==> src/rtl/irqp_pkg.sv <==
package irqp_pkg;

    localparam int NUM_GRP = 6;
    localparam int NUM_LVL = 4;
    localparam int LVL_W   = $clog2(NUM_LVL);
    localparam int REG_W   = 8;

    typedef logic [LVL_W-1:0]   lvl_t;
    typedef logic [NUM_LVL-1:0] lvl_mask_t;

    typedef struct packed {
        logic [NUM_GRP-1:0] hi;
        logic [NUM_GRP-1:0] lo;
    } prio_cfg_t;

    typedef struct packed {
        logic valid;
        lvl_t lvl;
    } ceil_t;

    // Highest set level in a mask, with a flag for an empty mask.
    function automatic ceil_t top_level(lvl_mask_t m);
        ceil_t r;
        r = '0;
        for (int l = 0; l < NUM_LVL; l++) begin
            if (m[l]) begin
                r.valid = 1'b1;
                r.lvl   = lvl_t'(l);
            end
        end
        return r;
    endfunction

endpackage

==> src/rtl/irqp_prio_regs.sv <==
module irqp_prio_regs
    import irqp_pkg::*;
(
    input  logic             clk,
    input  logic             rst,
    input  logic             we,
    input  logic             sel,
    input  logic [REG_W-1:0] wdata,
    output prio_cfg_t        cfg,
    output logic [REG_W-1:0] rd_lo,
    output logic [REG_W-1:0] rd_hi
);
    localparam int PAD_W = REG_W - NUM_GRP;

    prio_cfg_t cfg_q;

    always_ff @(posedge clk) begin
        if (rst) begin
            cfg_q <= '0;
        end else if (we) begin
            if (sel) cfg_q.hi <= wdata[NUM_GRP-1:0];
            else     cfg_q.lo <= wdata[NUM_GRP-1:0];
        end
    end

    assign cfg   = cfg_q;
    assign rd_lo = {{PAD_W{1'b0}}, cfg_q.lo};
    assign rd_hi = {{PAD_W{1'b0}}, cfg_q.hi};

    a_r2_low_write_lands: assert property (@(posedge clk) disable iff (rst)
        (we && !sel) |=> (rd_lo[NUM_GRP-1:0] == $past(wdata[NUM_GRP-1:0])));

    a_r2_high_write_lands: assert property (@(posedge clk) disable iff (rst)
        (we && sel) |=> (rd_hi[NUM_GRP-1:0] == $past(wdata[NUM_GRP-1:0])));

endmodule

==> src/rtl/irqp_arbiter.sv <==
module irqp_arbiter
    import irqp_pkg::*;
#(
    parameter int NUM_SRC = 18,
    parameter int IDX_W   = $clog2(NUM_SRC)
)(
    input  logic [NUM_SRC-1:0] cand,
    input  prio_cfg_t          cfg,
    input  ceil_t              ceil,
    output logic               elig,
    output logic [IDX_W-1:0]   win_idx,
    output lvl_t               win_lvl
);
    lvl_t src_lvl [NUM_SRC];
    logic win_valid;

    for (genvar s = 0; s < NUM_SRC; s++) begin : g_map
        localparam int GRP = s % NUM_GRP;
        assign src_lvl[s] = {cfg.hi[GRP], cfg.lo[GRP]};
    end

    // Ascending level, descending index: the last hit is the highest
    // level and, within it, the lowest index.
    always_comb begin
        win_valid = 1'b0;
        win_idx   = '0;
        win_lvl   = '0;
        for (int l = 0; l < NUM_LVL; l++) begin
            for (int s = NUM_SRC - 1; s >= 0; s--) begin
                if (cand[s] && src_lvl[s] == lvl_t'(l)) begin
                    win_valid = 1'b1;
                    win_idx   = IDX_W'(s);
                    win_lvl   = lvl_t'(l);
                end
            end
        end
    end

    assign elig = win_valid && (!ceil.valid || (win_lvl > ceil.lvl));

endmodule

==> src/rtl/irqp_nest.sv <==
module irqp_nest
    import irqp_pkg::*;
(
    input  logic      clk,
    input  logic      rst,
    input  logic      ack,
    input  lvl_t      ack_lvl,
    input  logic      reti,
    output lvl_mask_t svc,
    output ceil_t     ceil
);
    lvl_mask_t svc_q, svc_d;

    assign ceil = top_level(svc_q);

    always_comb begin
        svc_d = svc_q;
        if (reti && ceil.valid) svc_d[ceil.lvl] = 1'b0;
        if (ack) svc_d[ack_lvl] = 1'b1;
    end

    always_ff @(posedge clk) begin
        if (rst) svc_q <= '0;
        else     svc_q <= svc_d;
    end

    assign svc = svc_q;

    a_r7_ack_marks_level: assert property (@(posedge clk) disable iff (rst)
        ack |=> svc_q[$past(ack_lvl)]);

    a_r9_reti_retires_one: assert property (@(posedge clk) disable iff (rst)
        (reti && !ack && (svc_q != '0)) |=>
            ($countones(svc_q) == $countones($past(svc_q)) - 1));

endmodule

==> src/rtl/irqp_ctrl.sv <==
module irqp_ctrl
    import irqp_pkg::*;
#(
    parameter int NUM_SRC = 18,
    parameter int IDX_W   = $clog2(NUM_SRC)
)(
    input  logic               clk,
    input  logic               rst,
    input  logic               cfg_we,
    input  logic               cfg_sel,
    input  logic [REG_W-1:0]   cfg_wdata,
    output logic [REG_W-1:0]   prio_lo,
    output logic [REG_W-1:0]   prio_hi,
    input  logic [NUM_SRC-1:0] src_pend,
    input  logic [NUM_SRC-1:0] src_en,
    input  logic               glob_en,
    input  logic               vec_ack,
    input  logic               reti,
    output logic               vec_req,
    output logic [IDX_W-1:0]   vec_idx,
    output logic [LVL_W-1:0]   vec_lvl,
    output logic [NUM_LVL-1:0] in_svc
);
    prio_cfg_t          cfg;
    ceil_t              ceil;
    lvl_mask_t          svc;
    logic [NUM_SRC-1:0] cand;
    logic               elig;
    logic [IDX_W-1:0]   win_idx;
    lvl_t               win_lvl;
    logic               req_q;
    logic [IDX_W-1:0]   idx_q;
    lvl_t               lvl_q;
    logic               take;

    irqp_prio_regs u_regs (
        .clk(clk), .rst(rst), .we(cfg_we), .sel(cfg_sel), .wdata(cfg_wdata),
        .cfg(cfg), .rd_lo(prio_lo), .rd_hi(prio_hi)
    );

    assign cand = src_pend & src_en & {NUM_SRC{glob_en}};

    irqp_arbiter #(.NUM_SRC(NUM_SRC), .IDX_W(IDX_W)) u_arb (
        .cand(cand), .cfg(cfg), .ceil(ceil),
        .elig(elig), .win_idx(win_idx), .win_lvl(win_lvl)
    );

    assign take = req_q && vec_ack;

    irqp_nest u_nest (
        .clk(clk), .rst(rst), .ack(take), .ack_lvl(lvl_q), .reti(reti),
        .svc(svc), .ceil(ceil)
    );

    always_ff @(posedge clk) begin
        if (rst) begin
            req_q <= 1'b0;
            idx_q <= '0;
            lvl_q <= '0;
        end else if (req_q) begin
            if (vec_ack) req_q <= 1'b0;
        end else if (elig) begin
            req_q <= 1'b1;
            idx_q <= win_idx;
            lvl_q <= win_lvl;
        end
    end

    assign vec_req = req_q;
    assign vec_idx = idx_q;
    assign vec_lvl = lvl_q;
    assign in_svc  = svc;

    a_r6_offer_holds: assert property (@(posedge clk) disable iff (rst)
        (vec_req && !vec_ack) |=>
            (vec_req && $stable(vec_idx) && $stable(vec_lvl)));

    a_r8_offer_above_ceiling: assert property (@(posedge clk) disable iff (rst)
        vec_req |-> ((in_svc & ~((NUM_LVL'(1) << vec_lvl) - NUM_LVL'(1))) == '0));

    a_r5_rise_needs_enable: assert property (@(posedge clk) disable iff (rst)
        $rose(vec_req) |-> $past(glob_en));

endmodule

==> config.mk <==
export PLATFORM = sky130hd
export DESIGN_NAME = irqp_ctrl
export DESIGN_NICKNAME = d
export VERILOG_FILES = /design/src/rtl/irqp_pkg.sv /design/src/rtl/irqp_prio_regs.sv /design/src/rtl/irqp_arbiter.sv /design/src/rtl/irqp_nest.sv /design/src/rtl/irqp_ctrl.sv
export SDC_FILE = /design/constraint.sdc
export NUM_CORES = 1
export LEC_CHECK = 0
export ABC_AREA = 1
export BUFFER_PORTS_ARGS = -buffer_cell sky130_fd_sc_hd__buf_4
export CAP_MARGIN = 20
export CORE_ASPECT_RATIO = 1.4
export CORE_MARGIN = 5
export CORE_UTILIZATION = 54
export DETAILED_ROUTE_END_ITERATION = 6
export HOLD_SLACK_MARGIN = 0.12
export PLACE_DENSITY_LB_ADDON = 0.15
export SLEW_MARGIN = 0
export SYNTH_ARGS = -nofsm -noshare
export SYNTH_HDL_FRONTEND = slang
export SYNTH_HIERARCHICAL = 1
export SYNTH_SLANG_ARGS = --single-unit
==> constraint.sdc <==
create_clock -name clk -period 4.9 [get_ports clk]
set_input_delay 0.735 -clock clk [delete_from_list [all_inputs] [get_ports clk]]
set_output_delay 0.735 -clock clk [all_outputs]
set_load 0.02 [all_outputs]
==> out/results.tsv, run 1 <==
stage	metric	value	unit
timing	WHS	480	ps
worst_setup_path	kind of critical path	in2reg	
worst_setup_path	CP startpoint	src_en[17]	
timing	TNS Setup	0	ps
final_layout	proportion of layout cells with a drive suffix above 1	22.3	%
pwr	LEAKAGE	2.06	nW
timing	Worst slew margin	51.1	%
timing	FMAX	210	MHz
global_route	GRT Util Overall	26.9	%
pwr	Seq pwr share	32.3	%
final_layout	nets	660	
synthesis	Post-Syn Instances	521	
worst_hold_path	HP Class	reg2reg	
clock_network	H-tree levels	1	
floorplanning	chip width	70.8	um
worst_hold_path	hold_sp	vec_idx[0]	
floorplanning	Initial Util	54.7	%
run	Max Cap Violations	0	
pwr	Pwr Total	726	uW
timing	min setup slack post-route	139	ps
drt	post-DR wirelength/cell	13.4	um
timing	Layout Skew	6.20	ps
global_route	global-route wire length before repair	14.7	mm
timing	period utilization	97.2	%
clock_network	Clock Path Buffers	2	
global_route	largest net degree at the start of global routing	15	
floorplanning	Placement Rows	31	
pwr	sw frac	41.1	%
synthesis	Yosys cell types	30	
placement	Detailed Place HPWL	7.63	mm
outcome	status	finished clean	
pwr	clock network fraction of design power	15.4	%
timing	Hold Fails Final Rpt	0	
timing	RSZ-0062 raised after global routing	true	
drt	number of routed nets with antenna violations	0	
final_layout	most common cell after layout, fill and taps aside	nand2_1	
floorplanning	Core Box Area	5120	um2
pwr	Pint	427	uW
worst_setup_path	slowest CP cell	a21oi_2	
clock_network	CTS clk-pin slew, worst paths	80	ps
drt	Vias	3551	
pwr	power per cell area	208	nW/um2
clock_network	Num Clock Sinks	24	
synthesis	sequential share of the synthesized area	17.2	%
timing	Period minus WS final	4760	ps
worst_setup_path	WP data required	5110	ps
placement	pre-CTS WS	-106	ps
synthesis	area leader, netlist	nand2_1	
floorplanning	Die H	95.2	um
timing	Worst Max-Slew Pin Slew	733	ps
worst_setup_path	Crit path largest cell delay	120	ps
synthesis	Mapped Area	2800	um2
synthesis	synthesis-stage register bit count	24	
final_layout	Ant. Diodes	0	
global_route	GR Overflow Total	0	
pwr	Worst VDD drop	231	uV
global_route	number of global-route vias before repair	3355	
timing	Slew Limit Fails	0	
worst_setup_path	Startpoint Class	input pin	
pwr	Net Sw Power	298	uW
global_route	initial antenna violation count	0	
placement	Final Wtd Congestion	1.07	
drt	DR DRC count	0	
placement	Port Buffers	72	
drt	via/cell ratio	5.29	
worst_setup_path	worst r2r src	u_regs/cfg[7]	
final_layout	Layout area overhead	24.6	%
synthesis	Warnings, synthesis	6	
floorplanning	die area	6740	um2
floorplanning	# IOs	79	
clock_network	CTS tree	built	
final_layout	most frequent cells in the layout	nand2_1 (174), buf_4 (103), nor2_1 (81), nand3_1 (81), inv_1 (52)	
synthesis	Syn Area/Cell	5.37	um2
synthesis	top-area cell type share of the netlist area	23.6	%
timing	Setup Viol. Count Final	0	
clock_network	cts bufs inserted	3	
pwr	power share of the combinational group	52.2	%
worst_setup_path	crit-path max FO	2	
drt	Total Wirelength	9.00	mm
worst_setup_path	most frequent CP cell	nand2_1	
drt	1st-iter DRT viols	277	
drt	drt pass-1 iters	6	
clock_network	Worst-Skew Late Latency	260	ps
worst_setup_path	arrival time at the worst endpoint	4970	ps
worst_setup_path	CP Capture Type	register	
clock_network	CTS root buffer	clkbuf_8	
synthesis	synth top area cells	nand2_1 (24%), dfxtp_1 (17%), nand3_1 (14%)	
[state kept, by name, summed over array words and instances, names as in the netlist]
name        flops
vec_idx         5
vec_lvl         2
u_regs/cfg     12
u_nest/svc      4
vec_req         1
[cell usage after synthesis]
cell type / instances
nor2_2: 1
a31oi_1: 4
nor2_8: 1
o21ai_0: 12
inv_2: 7
inv_1: 53
a41oi_1: 1
nor3_1: 11
a211oi_1: 1
nor4_1: 1
clkbuf_8: 3
o311ai_0: 1
buf_6: 5
a32oi_1: 1
nor3b_1: 1
buf_2: 1
ha_1: 2
buf_4: 16
nor2_1: 84
buf_12: 3
a21oi_2: 1
a21oi_1: 15
dfxtp_1: 24
nor2_4: 3
nand4_1: 3
or3_1: 1
nand3_1: 81
nand2_1: 176
nand2_2: 7
conb_1: 1
[critical path: cells and delay by family]
| kind | cells | cell delay (ps) |
|---|---|---|
| AND/OR/NAND/NOR | 75 | 3960 |
| AO/OA/AOI/OAI | 1 | 120 |
| buffers and inverters | 3 | 170 |
[layer usage]
metal  vias to the layer above  track usage [%]  wire length (um)
met5                         -                0                 0
met4                         0             17.1               569
met3                        50             2.95               567
met2                       156             48.1              4410
met1                      1548             29.9              3460
li1                       1797                -                 -
[timing repair]
action | CTS | global route
hold buffers | 0 | 0
gates resized for setup | 0 | 14
setup endpoints to repair | 0 | 1
endpoints found under the hold margin | 0 | 0
buffers inserted | 0 | 2
[power groups by stage]
stage          Sequential (mW)  Clock (mW)  Combinational (mW)
4_1_cts                  0.235       0.115               0.369
5_1_grt                  0.238       0.122               0.427
3_5_place_dp             0.239           0               0.368
3_3_place_gp             0.238           0               0.366
6_report                 0.235       0.112               0.379
2_1_floorplan            0.259           0               0.242
[final timing paths]
check	end	slack, ps	cells past startpoint
worst min-delay path	vec_idx[0]	480	2
worst max-delay path	vec_idx[0]	140	79
worst max register to register	vec_idx[0]	370	73
worst min register to register	vec_idx[0]	480	2
[cells by family after synthesis]
group / synth area share [%]
fa+ha+maj: 0.894
flops: 17.2
compound gates: 7.24
buf+inv: 18.1
other cells: 0.134
simple gates: 56.4
[metrics by stage]
stage / std cells / utilization [%] / area (um2)
6_report: 671 / 68.1 / 3490
5_1_grt: 671 / 68.1 / 3490
4_1_cts: 669 / 67.0 / 3430
3_5_place_dp: 666 / 66.2 / 3390
3_3_place_gp: 666 / 66.2 / 3390
2_1_floorplan: 524 / - / 2810
[area by class of cell]
type / count / area, um2
Sequential cell: 24 / 480
Inverter: 60 / 233
Timing Repair Buffer: 106 / 807
Tap cell: 66 / 82.6
Fill cell: 486 / 1630
Clock buffer: 3 / 41.3
Multi-Input combinational cell: 412 / 1840
Note: power is estimated with default switching activity, not from simulation.
==> inputs of run 2 (changes only) <==
--- a/config.mk
+++ b/config.mk
@@ -12,8 +12,9 @@
 export CORE_MARGIN = 5
 export CORE_UTILIZATION = 54
 export DETAILED_ROUTE_END_ITERATION = 6
+export GPL_TIMING_DRIVEN = 0
 export HOLD_SLACK_MARGIN = 0.12
-export PLACE_DENSITY_LB_ADDON = 0.15
+export PLACE_DENSITY_LB_ADDON = 0.05
 export SLEW_MARGIN = 0
 export SYNTH_ARGS = -nofsm -noshare
 export SYNTH_HDL_FRONTEND = slang
==> run 2 against run 1 <==
Effect of this change: the run now ends with negative setup slack left; cell area grew 4.6%; core utilization grew 3.2 points; global-route usage grew 1.5 points; maximum frequency shrank 5.0%; sequential share of layout area shrank 0.61 points; via count grew 2.8%; worst hold slack gained 7.2 ps; worst setup slack lost 250 ps; count of clock-buffer cells in the layout is the same; die area is the same; critical path type unchanged.
==> out/results.tsv, run 2 (synthesis results as in run 1) <==
stage	metric	value	unit	change
clock_network	cts bufs inserted	3		unchanged
pwr	LEAKAGE	2.10	nW	+1.9%
placement	Final Wtd Congestion	1.00		-6.1%
clock_network	Worst-Skew Late Latency	260	ps	about the same
worst_setup_path	critical path's top delay family	simple AND/OR/NAND/NOR gates		
floorplanning	Initial Util	54.7	%	unchanged
worst_setup_path	most frequent CP cell	nand2_1		
floorplanning	die area	6740	um2	unchanged
worst_setup_path	arrival time at the worst endpoint	5220	ps	+250 ps
outcome	violated checks	negative setup slack		
drt	DR DRC count	0		unchanged
timing	Period minus WS final	5010	ps	+248 ps
timing	period utilization	102	%	+5.1 points
global_route	number of global-route vias before repair	3634		+8.3%
worst_setup_path	Buf/Inv on CP	4		+1
drt	drt pass-1 iters	6		unchanged
placement	Port Buffers	71		-1.4%
global_route	largest net degree at the start of global routing	15		unchanged
global_route	GRT Util Overall	28.3	%	+1.5 points
timing	min setup slack post-route	-109	ps	-248 ps
clock_network	Clock Path Buffers	2		unchanged
final_layout	Layout area overhead	30.4	%	
timing	FMAX	200	MHz	-5.0%
final_layout	final core occ	71.3	%	+3.2 points
final_layout	proportion of layout cells with a drive suffix above 1	23.5	%	+1.2 points
pwr	power share of the combinational group	49.4	%	-2.8 points
clock_network	CTS tree	built		
clock_network	CTS root buffer	clkbuf_8		
final_layout	Ant. Diodes	0		unchanged
worst_setup_path	kind of critical path	in2reg		
global_route	global-route wire length before repair	15.6	mm	+6.2%
pwr	Net Sw Power	313	uW	+4.7%
timing	Slew Limit Fails	0		unchanged
floorplanning	chip width	70.8	um	unchanged
drt	1st-iter DRT viols	311		+12%
drt	post-DR wirelength/cell	14.3	um	+6.5%
floorplanning	# IOs	79		unchanged
worst_hold_path	HP Class	reg2reg		
clock_network	CTS clk-pin slew, worst paths	80	ps	about the same
drt	via/cell ratio	5.44		+2.8%
worst_setup_path	Crit path largest cell delay	270	ps	+150 ps
pwr	Worst VDD drop	224	uV	-3.0%
pwr	clock network fraction of design power	21.0	%	+5.6 points
final_layout	Final Instance Area	3650	um2	+4.6%
pwr	Seq pwr share	29.6	%	-2.7 points
floorplanning	Placement Rows	31		unchanged
timing	Setup Viol. Count Final	1		+1
floorplanning	Core Box Area	5120	um2	unchanged
final_layout	most frequent cells in the layout	nand2_1 (170), buf_4 (91), nand3_1 (81)		
floorplanning	Die H	95.2	um	unchanged
worst_setup_path	CP startpoint	glob_en		
worst_setup_path	Startpoint Class	input pin		
worst_setup_path	crit-path max FO	8		+6
global_route	GR Overflow Total	0		unchanged
final_layout	most common cell after layout, fill and taps aside	nand2_1		
timing	Hold Fails Final Rpt	0		unchanged
worst_setup_path	worst r2r src	u_regs/cfg[11]		
final_layout	nets	659		-0.15%
pwr	power per cell area	221	nW/um2	+6.4%
placement	placed inst area	3430	um2	+1.0%
outcome	status	finished with violations		
final_layout	max reg flops	12		unchanged
timing	Worst Max-Slew Pin Slew	506	ps	-227 ps
worst_setup_path	worst reg2reg path depth	77		+5.5%
worst_setup_path	CP Capture Type	register		
drt	number of routed nets with antenna violations	0		unchanged
final_layout	Filler Cell Count	484		-0.41%
worst_setup_path	WP data required	5110	ps	about the same
placement	Detailed Place HPWL	7.61	mm	-0.15%
worst_setup_path	slowest CP cell	nor2_1		
clock_network	Num Clock Sinks	24		unchanged
run	Max Cap Violations	0		unchanged
drt	Total Wirelength	9.59	mm	+6.5%
clock_network	# hold bufs at CTS	0		unchanged
drt	Vias	3652		+2.8%
worst_setup_path	internal reg-to-reg setup slack	100	ps	-270 ps
timing	RSZ-0062 raised after global routing	true		
worst_setup_path	Setup crit end	vec_idx[0]		
pwr	sw frac	38.7	%	-2.4 points
clock_network	H-tree levels	1		unchanged
global_route	initial antenna violation count	0		unchanged
worst_setup_path	Worst R2R End	vec_idx[0]		
worst_setup_path	Critical Path Stages	74		-6.3%
pwr	Pint	495	uW	+16%
timing	Layout Skew	0.980	ps	-5.22 ps
timing	Worst slew margin	66.2	%	+15 points
[run 2: cell types whose count changed in the layout (fill, tap and decap cells not counted), sizes merged]
cell and change:
clkinv +1, clkbuf +4, buf -5, bufinv +1
inv -1
[run 2: how the worst min path moves through the flow]
stage / startpoint / endpoint / slack, ps / depth (start not counted)
6_report: u_nest/svc[0] / u_nest/svc[0] / 490 / 2
5_1_grt: vec_idx[0] / vec_idx[0] / 540 / 2
4_1_cts: vec_idx[4] / vec_idx[4] / 490 / 2
3_5_place_dp: vec_idx[4] / vec_idx[4] / 480 / 2
3_3_place_gp: vec_idx[4] / vec_idx[4] / 470 / 2
2_1_floorplan: u_regs/cfg[6] / u_regs/cfg[6] / 460 / 2
[run 2: power groups by stage]
stage	Sequential [mW]	Clock [mW]	Combinational [mW]
after global placement	0.242	0	0.370
after CTS	0.239	0.174	0.382
after detailed placement	0.243	0	0.376
after floorplan	0.259	0	0.242
after global routing	0.242	0.181	0.448
final	0.239	0.170	0.399
[run 2: area by class of cell]
type	instances	area (um2)	area share [%]
plain buffers	28	298	8.16
clock buffers	3	41.3	1.13
clock inverters	1	30.0	0.823
inverters	60	238	6.51
multi-input cells	412	1880	51.4
flip-flops and latches	24	480	13.2
well taps	66	82.6	2.26
repair buffers	77	603	16.5
[run 2: repair_timing]
| item | in CTS | in global routing |
|---|---|---|
| resized for setup | 12 | 16 |
| pin swaps | 1 | 10 |
| endpoints found under the setup margin | 1 | 1 |
| gates cloned | 0 | 1 |
| setup buffers | 1 | 4 |
[run 2: metal layers]
layer  part of all wire [%]  GRT usage [%]
met5                      0              0
met4                    6.9           20.4
met3                    6.1           2.85
met2                     52           53.6
met1                     35           28.5
[run 2: stage by stage]
stage | setup TNS (ps) | instances | hold WS (ps) | total power [mW] | worst slack (ps)
4_1_cts | 0 | 666 | 490 | 0.795 | 9.54
3_3_place_gp | -389 | 661 | 472 | 0.612 | -389
2_1_floorplan | 0 | 524 | 461 | 0.500 | 344
3_5_place_dp | -506 | 661 | 477 | 0.620 | -506
5_1_grt | -877 | 671 | 537 | 0.872 | -877
6_report | -109 | 671 | 488 | 0.808 | -109
[run 2: tightest hold or removal path, stage by stage, from the launching register on]
cell,delay [ps]
dfxtp_1,330
nand2_1,60
a21oi_1,50
==> inputs of run 3 (changes only) <==
--- a/config.mk
+++ b/config.mk
@@ -10,7 +10,8 @@
 export CAP_MARGIN = 20
 export CORE_ASPECT_RATIO = 1.4
 export CORE_MARGIN = 5
-export CORE_UTILIZATION = 54
+export CORE_UTILIZATION = 55
+export CTS_BUF_LIST = sky130_fd_sc_hd__clkbuf_4
 export DETAILED_ROUTE_END_ITERATION = 6
 export GPL_TIMING_DRIVEN = 0
 export HOLD_SLACK_MARGIN = 0.12
==> run 3 against run 2 <==
Effect of this change: the run now ends clean; count of clock-buffer cells in the layout unchanged; clock power down 15%; maximum frequency up 3.0%; non-clock buffer count up 3; die area down 1.6%; sequential share of layout area about the same; register-to-register slack about the same; largest cell class unchanged.
==> out/results.tsv, run 3 (synthesis results as in run 1) <==
stage	metric	value	unit	change
outcome	status	finished clean		
worst_setup_path	Crit path largest cell delay	260	ps	about the same
pwr	LEAKAGE	2.11	nW	+0.69%
floorplanning	die area	6640	um2	-1.6%
floorplanning	chip width	70.3	um	-0.78%
final_layout	Final Instance Area	3660	um2	+0.17%
clock_network	CTS root buffer	clkbuf_4		
timing	Worst Max-Slew Pin Slew	504	ps	-2.03 ps
clock_network	H-tree levels	1		unchanged
timing	FMAX	206	MHz	+3.0%
timing	min setup slack post-route	35.7	ps	+145 ps
drt	drt pass-1 iters	6		unchanged
floorplanning	Initial Util	57.4	%	+2.7 points
floorplanning	Die H	94.4	um	-0.82%
clock_network	# hold bufs at CTS	0		unchanged
final_layout	area of the multi-input gates	1880	um2	+0.40%
drt	Vias	3711		+1.6%
global_route	number of global-route vias before repair	3440		-5.3%
global_route	largest net degree at the start of global routing	15		unchanged
final_layout	nets	662		+0.46%
final_layout	proportion of layout cells with a drive suffix above 1	23.5	%	+0.049 points
placement	Detailed Place HPWL	7.90	mm	+3.8%
clock_network	cts bufs inserted	3		unchanged
final_layout	flip-flop and latch area	480	um2	unchanged
drt	number of routed nets with antenna violations	0		unchanged
worst_setup_path	slowest CP cell	nor2_1		
drt	Total Wirelength	10.0	mm	+4.5%
worst_hold_path	HP Class	reg2reg		
timing	period utilization	99.3	%	-2.9 points
global_route	GRT Util Overall	28.9	%	+0.52 points
worst_setup_path	most frequent CP cell	nand2_1		
floorplanning	Core Box Area	4880	um2	-4.7%
timing	Worst slew margin	66.1	%	-0.095 points
floorplanning	Placement Rows	30		-3.2%
final_layout	final core occ	74.9	%	+3.6 points
placement	placed inst area	3420	um2	about the same
drt	DR DRC count	0		unchanged
drt	1st-iter DRT viols	307		-1.3%
timing	Slew Limit Fails	0		unchanged
timing	RSZ-0062 raised after global routing	true		
worst_setup_path	WP data required	5170	ps	+60 ps
clock_network	Worst-Skew Late Latency	320	ps	+60 ps
global_route	global-route wire length before repair	15.3	mm	-1.6%
timing	Period minus WS final	4860	ps	-145 ps
worst_setup_path	kind of critical path	in2reg		
drt	post-DR wirelength/cell	14.9	um	+4.3%
global_route	GR Overflow Total	0		unchanged
floorplanning	# IOs	79		unchanged
run	Max Cap Violations	0		unchanged
worst_setup_path	arrival time at the worst endpoint	5140	ps	-80 ps
placement	dpl cells	659		-0.30%
placement	Final Wtd Congestion	1.07		+6.4%
clock_network	Num Clock Sinks	24		unchanged
drt	via/cell ratio	5.52		+1.5%
global_route	initial antenna violation count	0		unchanged
timing	WHS	497	ps	+9.12 ps
final_layout	Finished Layout Cells	672		+0.15%
clock_network	CTS clk-pin slew, worst paths	140	ps	+60 ps
final_layout	Filler Cell Count	398		-18%
pwr	Worst VDD drop	214	uV	-4.4%
timing	Hold Fails Final Rpt	0		unchanged
timing	Layout Skew	9.89	ps	+8.91 ps
worst_setup_path	crit-path max FO	6		-2
worst_setup_path	CP Capture Type	register		
final_layout	Layout area overhead	30.6	%	
placement	pre-CTS WS	-492	ps	+13.9 ps
final_layout	Ant. Diodes	0		unchanged
clock_network	Clock Path Buffers	2		unchanged
timing	Setup Viol. Count Final	0		-1
clock_network	CTS tree	built		
placement	Port Buffers	71		unchanged
final_layout	most frequent cells in the layout	nand2_1 (174), buf_4 (93), nand3_1 (80)		
worst_setup_path	Startpoint Class	input pin		
pwr	power per cell area	216	nW/um2	-2.6%
final_layout	most common cell after layout, fill and taps aside	nand2_1		
final_layout	max reg flops	12		unchanged
run 3: stage by stage:
stage	TNS, ps	total power, mW
2_1_floorplan	0	0.500
3_3_place_gp	-441	0.612
3_5_place_dp	-492	0.623
4_1_cts	0	0.769
5_1_grt	-589	0.841
6_report	0	0.788
run 3: cell type report:
cell class                 count  area share (%)
buffer                        28            8.15
tap                           64            2.19
sequential                    24            13.1
inverter                      60            6.50
multi-input combinational    412            51.5
clock buffer                   3           0.616
clock inverter                 1           0.821
timing repair buffer          80            17.0
run 3: final timing paths:
kind                                      from             to  slack (ps)  cells past startpoint
worst min-delay path             u_nest/svc[0]  u_nest/svc[0]         500                      2
worst max-delay path                   glob_en     vec_idx[0]          40                     74
worst min register to register   u_nest/svc[0]  u_nest/svc[0]         500                      2
worst max register to register  u_regs/cfg[11]     vec_idx[0]         110                     77
run 3: timing repair:
action,in CTS,in global routing
resized for setup,11,17
pin swaps,0,5
gates cloned,0,1
buffers inserted,0,8
setup endpoints to repair,1,1
run 3: per-layer routing:
metal  part of all wire (%)  wire length [um]  GRT usage [%]  up-vias
met5                      0                 0              0        -
met3                    7.3               732           3.19       52
met4                    6.7               672           20.3        0
met1                     35              3470           29.7     1648
met2                     51              5150           53.7      196
li1                       -                 -              -     1815
run 3: power by group:
| part | leakage, nW | switching (mW) | internal, mW |
|---|---|---|---|
| Clock | 0.0279 | 0.0611 | 0.0827 |
| Combinational | 1.89 | 0.234 | 0.170 |
| Sequential | 0.197 | 0.0232 | 0.217 |
| Total | 2.11 | 0.319 | 0.469 |
run 3: critical path, delay by kind of cell:
family | cells | cell delay, ps
simple gates | 69 | 3910
compound gates | 1 | 110
buf+inv | 4 | 370
